==> config.mk <==
export PLATFORM = sky130hd
export DESIGN_NAME = slink_dir_ctrl
export DESIGN_NICKNAME = d
export VERILOG_FILES = /design/src/rtl/slink_dir_pkg.sv /design/src/rtl/slink_dir_head.sv /design/src/rtl/slink_cache_agent.sv /design/src/rtl/slink_out_stage.sv /design/src/rtl/slink_dir_ctrl.sv
export SDC_FILE = /design/constraint.sdc
export NUM_CORES = 1
export LEC_CHECK = 0
export ABC_AREA = 1
export BUFFER_PORTS_ARGS = -buffer_cell sky130_fd_sc_hd__clkbuf_2
export CORE_AREA = 2 2 200 153
export CTS_BUF_LIST = sky130_fd_sc_hd__clkbuf_8
export CTS_CLUSTER_DIAMETER = 120
export DETAILED_ROUTE_END_ITERATION = 10
export DIE_AREA = 0 0 202 155
export SYNTH_ARGS = -nofsm -noshare
export SYNTH_HDL_FRONTEND = slang
export SYNTH_HIERARCHICAL = 1
export SYNTH_SLANG_ARGS = --single-unit
==> constraint.sdc <==
create_clock -name clk_i -period 1.9 [get_ports clk_i]
set_input_delay 0.38 -clock clk_i [delete_from_list [all_inputs] [get_ports clk_i]]
set_output_delay 0.38 -clock clk_i [all_outputs]
set_load 0.02 [all_outputs]
==> src/rtl/slink_dir_pkg.sv <==
package slink_dir_pkg;
  parameter int unsigned NUM_CACHES = 4;
  parameter int unsigned NUM_BLOCKS = 4;

  localparam int unsigned CID_W  = (NUM_CACHES > 1) ? $clog2(NUM_CACHES) : 1;
  localparam int unsigned NODE_W = $clog2(NUM_CACHES + 1);
  localparam int unsigned BLK_W  = (NUM_BLOCKS > 1) ? $clog2(NUM_BLOCKS) : 1;
  localparam logic [NODE_W-1:0] MEM_NODE = NODE_W'(NUM_CACHES);

  typedef enum logic [2:0] {
    MK_NONE     = 3'd0,
    MK_RD_FWD   = 3'd1,
    MK_RD_REPLY = 3'd2,
    MK_WR_FWD   = 3'd3,
    MK_WR_DATA  = 3'd4,
    MK_WR_DONE  = 3'd5
  } msg_kind_e;

  typedef struct packed {
    msg_kind_e         kind;
    logic [NODE_W-1:0] src;
    logic [NODE_W-1:0] dst;
    logic [CID_W-1:0]  orig;
    logic [BLK_W-1:0]  blk;
    logic              link_vld;
    logic [CID_W-1:0]  link;
  } msg_t;

  localparam int unsigned MSG_W = $bits(msg_t);

  typedef enum logic [2:0] {
    LS_INV     = 3'd0,
    LS_SHR     = 3'd1,
    LS_EXC     = 3'd2,
    LS_RD_WAIT = 3'd3,
    LS_WR_WAIT = 3'd4
  } line_st_e;

  function automatic msg_t mk_msg(msg_kind_e k, logic [NODE_W-1:0] s, logic [NODE_W-1:0] d,
                                  logic [CID_W-1:0] o, logic [BLK_W-1:0] b,
                                  logic lv, logic [CID_W-1:0] l);
    msg_t m;
    m.kind     = k;
    m.src      = s;
    m.dst      = d;
    m.orig     = o;
    m.blk      = b;
    m.link_vld = lv;
    m.link     = l;
    return m;
  endfunction
endpackage

==> src/rtl/slink_dir_head.sv <==
module slink_dir_head
  import slink_dir_pkg::*;
(
  input  logic             clk_i,
  input  logic             rst_ni,
  input  logic             req_valid_i,
  input  logic             req_write_i,
  input  logic [CID_W-1:0] req_cache_i,
  input  logic [BLK_W-1:0] req_blk_i,
  output msg_t             mem0_o,
  output msg_t             mem1_o
);
  logic [NUM_BLOCKS-1:0] head_vld_q;
  logic [CID_W-1:0]      head_q [NUM_BLOCKS];

  logic              old_vld;
  logic [CID_W-1:0]  old_head;
  logic [NODE_W-1:0] req_node;

  always_comb begin
    old_vld  = head_vld_q[req_blk_i];
    old_head = head_q[req_blk_i];
    req_node = NODE_W'(req_cache_i);
    mem0_o   = '0;
    mem1_o   = '0;
    if (req_valid_i) begin
      if (old_vld) begin
        mem0_o = mk_msg(req_write_i ? MK_WR_FWD : MK_RD_FWD, MEM_NODE, NODE_W'(old_head),
                        req_cache_i, req_blk_i, 1'b0, '0);
      end else if (!req_write_i) begin
        mem0_o = mk_msg(MK_RD_REPLY, MEM_NODE, req_node, req_cache_i, req_blk_i, 1'b0, '0);
      end else begin
        // no sharers: memory supplies both write replies itself
        mem0_o = mk_msg(MK_WR_DATA, MEM_NODE, req_node, req_cache_i, req_blk_i, 1'b0, '0);
        mem1_o = mk_msg(MK_WR_DONE, MEM_NODE, req_node, req_cache_i, req_blk_i, 1'b0, '0);
      end
    end
  end

  always_ff @(posedge clk_i or negedge rst_ni) begin
    if (!rst_ni) begin
      head_vld_q <= '0;
      for (int i = 0; i < NUM_BLOCKS; i++) head_q[i] <= '0;
    end else if (req_valid_i) begin
      head_vld_q[req_blk_i] <= 1'b1;
      head_q[req_blk_i]     <= req_cache_i;
    end
  end
endmodule

==> src/rtl/slink_cache_agent.sv <==
module slink_cache_agent
  import slink_dir_pkg::*;
#(
  parameter int unsigned CACHE_ID = 0
) (
  input  logic             clk_i,
  input  logic             rst_ni,
  input  logic             req_valid_i,
  input  logic             req_write_i,
  input  logic [CID_W-1:0] req_cache_i,
  input  logic [BLK_W-1:0] req_blk_i,
  input  logic             in_valid_i,
  input  msg_t             in_msg_i,
  output msg_t             out0_o,
  output msg_t             out1_o,
  output logic             done_o,
  output logic             done_wr_o
);
  localparam logic [CID_W-1:0]  MY_CID  = CID_W'(CACHE_ID);
  localparam logic [NODE_W-1:0] MY_NODE = NODE_W'(CACHE_ID);

  line_st_e              st_q  [NUM_BLOCKS];
  logic [CID_W-1:0]      nxt_q [NUM_BLOCKS];
  logic [NUM_BLOCKS-1:0] nv_q, gd_q, gr_q;

  logic              hit, holds, from_mem;
  logic [BLK_W-1:0]  blk;
  logic [NODE_W-1:0] orig_node;
  line_st_e          cur;
  msg_t              chain_m;

  logic              upd;
  line_st_e          st_d;
  logic              nv_d, gd_d, gr_d;
  logic [CID_W-1:0]  nxt_d;

  always_comb begin
    hit       = in_valid_i && (in_msg_i.dst == MY_NODE);
    blk       = in_msg_i.blk;
    cur       = st_q[blk];
    holds     = (cur == LS_SHR) || (cur == LS_EXC);
    from_mem  = (in_msg_i.src == MEM_NODE);
    orig_node = NODE_W'(in_msg_i.orig);

    upd   = 1'b0;
    st_d  = cur;
    nv_d  = nv_q[blk];
    nxt_d = nxt_q[blk];
    gd_d  = gd_q[blk];
    gr_d  = gr_q[blk];

    out0_o    = '0;
    out1_o    = '0;
    done_o    = 1'b0;
    done_wr_o = 1'b0;

    // next hop of an invalidation: forward if a successor exists, else end reply
    if (holds && nv_q[blk])
      chain_m = mk_msg(MK_WR_FWD, MY_NODE, NODE_W'(nxt_q[blk]), in_msg_i.orig, blk, 1'b0, '0);
    else
      chain_m = mk_msg(MK_WR_DONE, MY_NODE, orig_node, in_msg_i.orig, blk, 1'b0, '0);

    if (hit) begin
      unique case (in_msg_i.kind)
        MK_RD_FWD: begin
          out0_o = mk_msg(MK_RD_REPLY, MY_NODE, orig_node, in_msg_i.orig, blk, 1'b1, MY_CID);
          if (cur == LS_EXC) begin
            upd  = 1'b1;
            st_d = LS_SHR;
          end
        end
        MK_WR_FWD: begin
          if (from_mem) begin
            out0_o = mk_msg(MK_WR_DATA, MY_NODE, orig_node, in_msg_i.orig, blk, 1'b0, '0);
            out1_o = chain_m;
          end else begin
            out0_o = chain_m;
          end
          if (holds) begin
            upd  = 1'b1;
            st_d = LS_INV;
            nv_d = 1'b0;
          end
        end
        MK_RD_REPLY: begin
          if (cur == LS_RD_WAIT) begin
            upd    = 1'b1;
            st_d   = LS_SHR;
            nv_d   = in_msg_i.link_vld;
            nxt_d  = in_msg_i.link;
            done_o = 1'b1;
          end
        end
        MK_WR_DATA, MK_WR_DONE: begin
          if (cur == LS_WR_WAIT) begin
            upd = 1'b1;
            if (in_msg_i.kind == MK_WR_DATA) gd_d = 1'b1;
            else                             gr_d = 1'b1;
            if (gd_d && gr_d) begin
              st_d      = LS_EXC;
              nv_d      = 1'b0;
              gd_d      = 1'b0;
              gr_d      = 1'b0;
              done_o    = 1'b1;
              done_wr_o = 1'b1;
            end
          end
        end
        default: ;
      endcase
    end
  end

  always_ff @(posedge clk_i or negedge rst_ni) begin
    if (!rst_ni) begin
      for (int i = 0; i < NUM_BLOCKS; i++) begin
        st_q[i]  <= LS_INV;
        nxt_q[i] <= '0;
      end
      nv_q <= '0;
      gd_q <= '0;
      gr_q <= '0;
    end else begin
      if (upd) begin
        st_q[blk]  <= st_d;
        nv_q[blk]  <= nv_d;
        nxt_q[blk] <= nxt_d;
        gd_q[blk]  <= gd_d;
        gr_q[blk]  <= gr_d;
      end
      if (req_valid_i && (req_cache_i == MY_CID)) begin
        st_q[req_blk_i] <= req_write_i ? LS_WR_WAIT : LS_RD_WAIT;
        nv_q[req_blk_i] <= 1'b0;
        gd_q[req_blk_i] <= 1'b0;
        gr_q[req_blk_i] <= 1'b0;
      end
    end
  end
endmodule

==> src/rtl/slink_out_stage.sv <==
module slink_out_stage
  import slink_dir_pkg::*;
(
  input  logic                  clk_i,
  input  logic                  rst_ni,
  input  logic                  sel_mem_i,
  input  msg_t                  mem0_i,
  input  msg_t                  mem1_i,
  input  msg_t                  c0_i [NUM_CACHES],
  input  msg_t                  c1_i [NUM_CACHES],
  input  logic [NUM_CACHES-1:0] cdone_i,
  input  logic [NUM_CACHES-1:0] cdone_wr_i,
  output logic [1:0]            valid_o,
  output msg_t                  msg0_o,
  output msg_t                  msg1_o,
  output logic                  done_o,
  output logic                  done_wr_o,
  output logic [CID_W-1:0]      done_cache_o
);
  msg_t             m0, m1;
  logic             dn, dw;
  logic [CID_W-1:0] dc;

  always_comb begin
    m0 = sel_mem_i ? mem0_i : '0;
    m1 = sel_mem_i ? mem1_i : '0;
    dn = 1'b0;
    dw = 1'b0;
    dc = '0;
    if (!sel_mem_i) begin
      for (int i = 0; i < NUM_CACHES; i++) begin
        m0 = msg_t'(m0 | c0_i[i]);
        m1 = msg_t'(m1 | c1_i[i]);
        if (cdone_i[i]) begin
          dn = 1'b1;
          dw = cdone_wr_i[i];
          dc = CID_W'(i);
        end
      end
    end
  end

  always_ff @(posedge clk_i or negedge rst_ni) begin
    if (!rst_ni) begin
      valid_o      <= '0;
      msg0_o       <= '0;
      msg1_o       <= '0;
      done_o       <= 1'b0;
      done_wr_o    <= 1'b0;
      done_cache_o <= '0;
    end else begin
      valid_o      <= {m1.kind != MK_NONE, m0.kind != MK_NONE};
      msg0_o       <= m0;
      msg1_o       <= m1;
      done_o       <= dn;
      done_wr_o    <= dw;
      done_cache_o <= dc;
    end
  end
endmodule

==> src/rtl/slink_dir_ctrl.sv <==
module slink_dir_ctrl
  import slink_dir_pkg::*;
(
  input  logic             clk_i,
  input  logic             rst_ni,
  input  logic             req_valid_i,
  input  logic             req_write_i,
  input  logic [CID_W-1:0] req_cache_i,
  input  logic [BLK_W-1:0] req_blk_i,
  input  logic             net_valid_i,
  input  logic [MSG_W-1:0] net_msg_i,
  output logic [1:0]       out_valid_o,
  output logic [MSG_W-1:0] out_msg0_o,
  output logic [MSG_W-1:0] out_msg1_o,
  output logic             done_o,
  output logic             done_write_o,
  output logic [CID_W-1:0] done_cache_o
);
  msg_t                  net_msg;
  msg_t                  mem0, mem1;
  msg_t                  c0 [NUM_CACHES];
  msg_t                  c1 [NUM_CACHES];
  logic [NUM_CACHES-1:0] cdone, cdone_wr, cache_emit;
  msg_t                  o0, o1;

  assign net_msg = msg_t'(net_msg_i);

  slink_dir_head u_head (
    .clk_i       (clk_i),
    .rst_ni      (rst_ni),
    .req_valid_i (req_valid_i),
    .req_write_i (req_write_i),
    .req_cache_i (req_cache_i),
    .req_blk_i   (req_blk_i),
    .mem0_o      (mem0),
    .mem1_o      (mem1)
  );

  for (genvar g = 0; g < NUM_CACHES; g++) begin : g_agent
    slink_cache_agent #(.CACHE_ID(g)) u_agent (
      .clk_i       (clk_i),
      .rst_ni      (rst_ni),
      .req_valid_i (req_valid_i),
      .req_write_i (req_write_i),
      .req_cache_i (req_cache_i),
      .req_blk_i   (req_blk_i),
      .in_valid_i  (net_valid_i),
      .in_msg_i    (net_msg),
      .out0_o      (c0[g]),
      .out1_o      (c1[g]),
      .done_o      (cdone[g]),
      .done_wr_o   (cdone_wr[g])
    );
    assign cache_emit[g] = (c0[g].kind != MK_NONE);
  end

  slink_out_stage u_out (
    .clk_i        (clk_i),
    .rst_ni       (rst_ni),
    .sel_mem_i    (req_valid_i),
    .mem0_i       (mem0),
    .mem1_i       (mem1),
    .c0_i         (c0),
    .c1_i         (c1),
    .cdone_i      (cdone),
    .cdone_wr_i   (cdone_wr),
    .valid_o      (out_valid_o),
    .msg0_o       (o0),
    .msg1_o       (o1),
    .done_o       (done_o),
    .done_wr_o    (done_write_o),
    .done_cache_o (done_cache_o)
  );

  assign out_msg0_o = o0;
  assign out_msg1_o = o1;
endmodule

==> reports/metrics.cfg, run 1 <==
[outcome]
status = finished, violations left
violations = setup timing

[critical_path]
crit_chain = nand2_1 -> nand2_1 -> nand2_2 -> nand2_4 -> buf_6 -> nand2_2 -> nand4_1 -> nand2_1 -> nor2_2 -> nor2_4 -> buf_12 -> nand2_8 -> nor2_2 -> nor2_1
cp-end-kind = flop
cp_max_fo = 5
rr_startpoint = g_agent[2].u_agent/st_q[10]$_DFF_PN0_
crit_end = g_agent[2].u_agent/nv_q[1]$_DFF_PN0_
cpPeakStageDelay_ps = 410
r2r-end = g_agent[2].u_agent/nv_q[1]$_DFF_PN0_
arrival_ps = 2420
worstPathRequired_ps = 2300
startpoint_type = flop
worstSetupPathType = flop to flop
reg2reg_depth = 14
setup.worst_path.start = g_agent[2].u_agent/st_q[10]$_DFF_PN0_
critPathSlowestCell = dfrtp_1
cp_common_cell = nand2_1
regToRegSetupSlack_ps = -120

[final_layout]
drive_gt1_frac = 0.3265
seq_area_um2 = 4454
final_cells = 2702
antennaDiodeCount = 0
area_delta_synth_final_pct = 32.74
nNetsFinal = 2316
nFillCells = 2785
multiInputGateArea_um2 = 8031

[timing]
slew_headroom = 0.5381
fin_crit_sh = 1.064
rsz0062_at_grt = yes
finalHoldViolations = 0
finalClockSkew_ps = 19.89
setup_tns_ps = -816.4
worst_slew_pin_slew_ps = 685.7
finalSetupViolCount = 27
layout_setup_ws_ps = -120.9
slew_violations = 0
post-route-min-period_ps = 2021
max_freq_mhz = 494.8

[global_routing]
grtUsageMet1 = 0.3889
grt_max_degree = 47
use_met3 = 0.07248
met2_usage = 0.3999
grt_pass1_vias = 12370
antenna_found_initial = 0
busiest_layer = met2
grt_pass1_wl_mm = 65.88
grt_usage = 0.2717
grt_overflow = 0

[job]
maxCapViolations = 0

[floorplan]
initial_utilization = 0.4428
fp.coreArea_um2 = 29520
die_y_um = 155
rows = 55
die-area_um2 = 31310
num_io_pins = 63
die_x_um = 202

[yosys]
synth_warnings = 6
synth_area_um2 = 13070
synth_edf_count = 0
yosysSeqAreaShare = 0.3407
ys_types = 43
synth_top_cell_area_share = 0.3407
async_flop_share = 1.000
synthTopCellsByArea = dfrtp_1 (34%), nand2_1 (17%), nor2_1 (8.2%)
netlist_instances = 1955
syn_avg_cell_area_um2 = 6.687
ys_dominant_reg_cell = dfrtp_1
yosysTopAreaCell = dfrtp_1
synth-seq-cells = 178

[clocking]
cts_tree = done
cts_made_buffers = 17
cts-root-buf = clkbuf_8
clkSlewWorstSetupHoldPaths_ps = 100
clk_latency_ps = 510
cts_buffer_depth = 2
h-tree-depth = 4
cts.sinks = 178

[detailed_routing]
vias = 13420
antenna_left = 0
drtIter0Drc = 981
viasPerCell = 4.967
dr.pass1.iters = 5
drc = 0
wire_per_inst_um = 15.96
wirelength_mm = 43.13

[place]
place_inst = 2635
port_buffers = 62
place_hpwl_mm = 33.37
gp_congestion = 0.9596

[pwr]
power_leakage_uw = 0.009544
ir_worst_vdd_uv = 438.1
power.density_nw_per_um2 = 658.3
p_total_uw = 11420

[hold_path]
hold_path.class = input pin to flop

[state kept, by name, indices dropped and copies added, names as in the netlist]
| register | count |
|---|---|
| u_out/valid_o | 2 |
| g_agent.u_agent/gd_q | 16 |
| u_out/msg1_o | 16 |
| u_out/msg0_o | 16 |
| u_head/head_q | 8 |
| g_agent.u_agent/nv_q | 16 |
| g_agent.u_agent/nxt_q | 32 |
| g_agent.u_agent/st_q | 48 |
| g_agent.u_agent/gr_q | 16 |
| u_out/done_cache_o | 2 |
| u_out/done_wr_o | 1 |
| u_out/done_o | 1 |
| u_head/head_vld_q | 4 |
[layer usage]
metal / vias up / routed length (um)
met5: - / 0
met4: 0 / 872
met3: 58 / 3537
met2: 437 / 18230
met1: 6265 / 20490
li1: 6661 / -
[area by class of cell]
cell class / count / share of cell area
clock inverter: 13 / 0.01002
sequential: 178 / 0.2567
inverter: 283 / 0.06381
multi-input combinational: 1455 / 0.4628
clock buffer: 19 / 0.01507
tap: 399 / 0.02877
timing repair buffer: 355 / 0.1628
[cells by family after synthesis]
group / after synthesis / synth area share
AO/OA/AOI/OAI: 226 / 0.1012
multiplexers: 6 / 0.005168
AND/OR/NAND/NOR: 1166 / 0.4153
flip-flops: 178 / 0.3407
other: 5 / 0.001436
adder cells (fa/ha/maj): 1 / 0.0009570
buffers and inverters: 373 / 0.1352
[synthesized netlist by cell type (15+ instances only)]
cell type and instances:
nand2_4 17, o21ai_1 83, nor3_1 52, nand2_1 575
inv_2 35, o21ai_0 67, nor2_2 23, nand2_2 44
nand3_1 99, inv_1 243, buf_4 72, a22oi_1 15
nor2_1 286, a21oi_1 25, dfrtp_1 178
[what timing repair did]
item | 4_1_cts | 5_1_grt
buffers inserted | 2 | 28
resized for setup | 24 | 248
setup endpoints to repair | 23 | 132
pin swaps | 27 | 158
hold endpoints to repair | 37 | 0
gates cloned | 1 | 3
hold buffers | 1 | 0
[worst max-delay path: cells and delay by family, from the launching register on]
kind | cells | cell delay [ps]
buffers and inverters | 2 | 290
AND/OR/NAND/NOR | 12 | 1210
flip-flops | 1 | 410
[how the worst min path moves through the flow]
stage	end	cells past startpoint	from	slack (ps)
after floorplan	g_agent[0].u_agent/gd_q[0]$_DFF_PN0_	0	rst_ni	80
after global placement	u_head/head_vld_q[1]$_DFFE_PN0P_	1	rst_ni	380
after detailed placement	g_agent[1].u_agent/nxt_q[1]$_DFFE_PN0P_	1	rst_ni	380
after CTS	u_head/head_q[0]$_DFFE_PN0P_	3	req_cache_i[0]	260
after global routing	u_head/head_q[0]$_DFFE_PN0P_	3	req_cache_i[0]	270
final	u_head/head_q[0]$_DFFE_PN0P_	3	req_cache_i[0]	290
[placed cells by master (no fill, tap or decap), types with 27 or more instances in the layout]
cell type    n
buf_4      252
clkbuf_2    60
conb_1      53
dfrtp_1    178
inv_1      239
inv_2       28
nand2_1    512
nand2_2     84
nand2_4     35
nand3_1     71
nand3_2     30
nor2_1     247
nor2_2      33
nor2_4      46
nor3_1      48
o21ai_0     56
o21ai_1     66
o21ai_2     27
[report_power, final]
part           internal, uW  switching [uW]
clock network          1390            1540
logic                  1580            2320
registers              4250             337
total                  7220            4200
[metrics by stage]
stage                     utilization  hold slack, ps  worst slack (ps)  instance area [um2]
after floorplan                     -           84.41             1.418                13370
after global placement         0.5292           383.9            -597.1                15620
after detailed placement       0.5292           384.3            -599.8                15620
after CTS                      0.5477           257.5            -17.84                16170
after global routing           0.5878           274.5            -183.2                17350
final                          0.5878           285.5            -120.9                17350
Power figures use the tool's default switching activity.
==> run 2: changes to the inputs <==
- CORE_AREA: 2 2 200 153 -> 2 2 177 136
- DIE_AREA: 0 0 202 155 -> 0 0 179 138
- PLACE_DENSITY: unset -> 0.78
- REMOVE_ABC_BUFFERS: unset -> 1
==> run 2 against run 1 <==
  * The flow still finishes with violations (setup timing)
  * Critical path depth did not move
  * First-iteration DRC count rose by 46%
  * Die area fell by 21%
  * Wire length fell by 1.3%
  * Worst hold slack got worse by 27 ps
  * Clock-buffer cell count did not move
  * Global-route usage rose by 5.4 points
  * Combinational power barely moved
  * Critical path type unchanged
  * Largest cell class unchanged
  * Highest routed layer unchanged
==> reports/metrics.cfg, run 2 (synthesized netlist as in run 1, its figures left out) <==
[timing]
max_freq_mhz = 498.1
rsz0062_at_grt = yes
layout_setup_ws_ps = -107.7
finalHoldViolations = 0
post-route-min-period_ps = 2008
finalSetupViolCount = 77
slew_violations = 0
worst_slew_pin_slew_ps = 634.9
slew_headroom = 0.5723
finalClockSkew_ps = 19.06
fin_crit_sh = 1.057

[detailed_routing]
drtIter0Drc = 1428
wire_per_inst_um = 16.35
vias = 14050
wirelength_mm = 42.56
drc = 0
dr.pass1.iters = 6
antenna_left = 0
viasPerCell = 5.396

[final_layout]
drive_gt1_frac = 0.3143
nNetsFinal = 2310
reg.largest.list = g_agent.u_agent/st_q (48), g_agent.u_agent/nxt_q (32)
antennaDiodeCount = 0
nFillCells = 1769
final_cell_mix = nand2_1 (513), nor2_1 (263), inv_1 (240), buf_4 (240), dfrtp_1 (178)
finalInstanceArea_um2 = 16990
seq_area_um2 = 4454
max_flop_register = g_agent.u_agent/st_q
final_common_cell = nand2_1
final_cells = 2603
largest_reg_flops = 48
multiInputGateArea_um2 = 7931
area_delta_synth_final_pct = 29.97
post-route-util = 0.7312

[floorplan]
initial_utilization = 0.5626
num_io_pins = 63
die-area_um2 = 24700
die_y_um = 138
rows = 49
fp.coreArea_um2 = 23240
die_x_um = 179

[place]
port_buffers = 62
post_dp_cell_area_um2 = 15290
place_inst = 2533
pre_cts_ws_ps = -605.7
place_hpwl_mm = 30.73
gp_congestion = 0.9738

[clocking]
cts_buffer_depth = 2
cts_tree = done
clkSlewWorstSetupHoldPaths_ps = 110
h-tree-depth = 4
clk_latency_ps = 500
cts_made_buffers = 17
cts-root-buf = clkbuf_8
cts.sinks = 178

[critical_path]
crit_chain = buf_4 -> nand2_1 -> nand2_1 -> nor2_4 -> buf_4 -> nand2_2 -> nand4_1 -> nand2_1 -> nor2_4 -> nor2_8 -> nand2_2 -> nand2_1 -> nand3_2 -> nand2_1
crit_family = simple AND/OR/NAND/NOR gates
reg2reg_depth = 14
cpPeakStageDelay_ps = 420
regToRegSetupSlack_ps = -110
cp_common_cell = nand2_1
cp-end-kind = flop
arrival_ps = 2400
rr_startpoint = g_agent[3].u_agent/st_q[9]$_DFF_PN0_
cp_max_fo = 5
critPathSlowestCell = dfrtp_1
worstSetupPathType = flop to flop
startpoint_type = flop
worstPathRequired_ps = 2300
r2r-end = g_agent[3].u_agent/st_q[0]$_DFF_PN0_
cp_num_buf_inv = 2

[global_routing]
grt_max_degree = 43
antenna_found_initial = 1
grt_pass1_wl_mm = 63.78
grt_pass1_vias = 12730
grt_overflow = 0
grt_usage = 0.3257

[outcome]
violations = setup timing
status = finished, violations left

[pwr]
power_leakage_uw = 0.009413
p_total_uw = 11170
power.density_nw_per_um2 = 657.7
ir_worst_vdd_uv = 483.2

[hold_path]
whs_endpoint = u_head/head_q[3]$_DFFE_PN0P_
hold_depth = 3
hold_path.class = input pin to flop
min_from = req_cache_i[1]

[job]
maxCapViolations = 0

==> run 2: timing repair <==
item | 4_1_cts | 5_1_grt
cloned | 2 | 4
pin swaps | 39 | 130
resized for setup | 47 | 212
hold buffers | 1 | 0
buffers inserted | 4 | 31
hold endpoints to repair | 34 | 0
endpoints found under the setup margin | 46 | 137
==> run 2: worst max-delay path by stage <==
stage                                                     from                                    end  slack (ps)  cells after the start
after global placement                            net_msg_i[4]              u_out/msg0_o[8]$_DFF_PN0_        -520                     16
after floorplan                                   net_msg_i[4]              u_out/msg0_o[7]$_DFF_PN0_           1                     14
after global routing      g_agent[3].u_agent/st_q[7]$_DFF_PN0_  g_agent[3].u_agent/st_q[11]$_DFF_PN0_        -210                     14
final                     g_agent[3].u_agent/st_q[9]$_DFF_PN0_   g_agent[3].u_agent/st_q[0]$_DFF_PN0_        -110                     14
after detailed placement                          net_msg_i[4]              u_out/msg0_o[7]$_DFF_PN0_        -610                     16
after CTS                 g_agent[1].u_agent/st_q[8]$_DFF_PN0_   g_agent[1].u_agent/st_q[3]$_DFF_PN0_         -10                     13
==> run 2: area by class of cell <==
type	count	area share
clock inverters	13	0.007291
inverters	283	0.06532
flip-flops and latches	178	0.2622
clock buffers	19	0.01539
multi-input cells	1458	0.4668
repair buffers	346	0.1605
well taps	306	0.02253
==> run 2: power breakdown <==
| group | switching (uW) | total, uW | internal, uW |
|---|---|---|---|
| combinational | 2350 | 3920 | 1570 |
| sequential | 327 | 4580 | 4250 |
| clock | 1550 | 2680 | 1120 |
| total | 4230 | 11200 | 6940 |
==> run 2: per-stage QoR <==
step / hold WS [ps] / setup TNS, ps
detailed placement: 346.9 / -62970
floorplan: 84.41 / 0
global route: 242.5 / -14520
global placement: 341.9 / -55500
CTS: 232.2 / -41.36
finish: 258.2 / -3002
==> run 2: tightest hold or removal path, cell delays in order <==
cell and delay [ps]:
clkbuf_2 160, inv_1 110, o21ai_1 70
==> run 2: per-layer routing <==
metal / routed length (um) / track usage / up-vias
met1: 17590 / 0.4571 / 6542
met2: 19510 / 0.4984 / 736
met3: 4199 / 0.06931 / 108
li1: - / - / 6659
met4: 1265 / 0.1117 / 0
met5: 0 / 0 / -
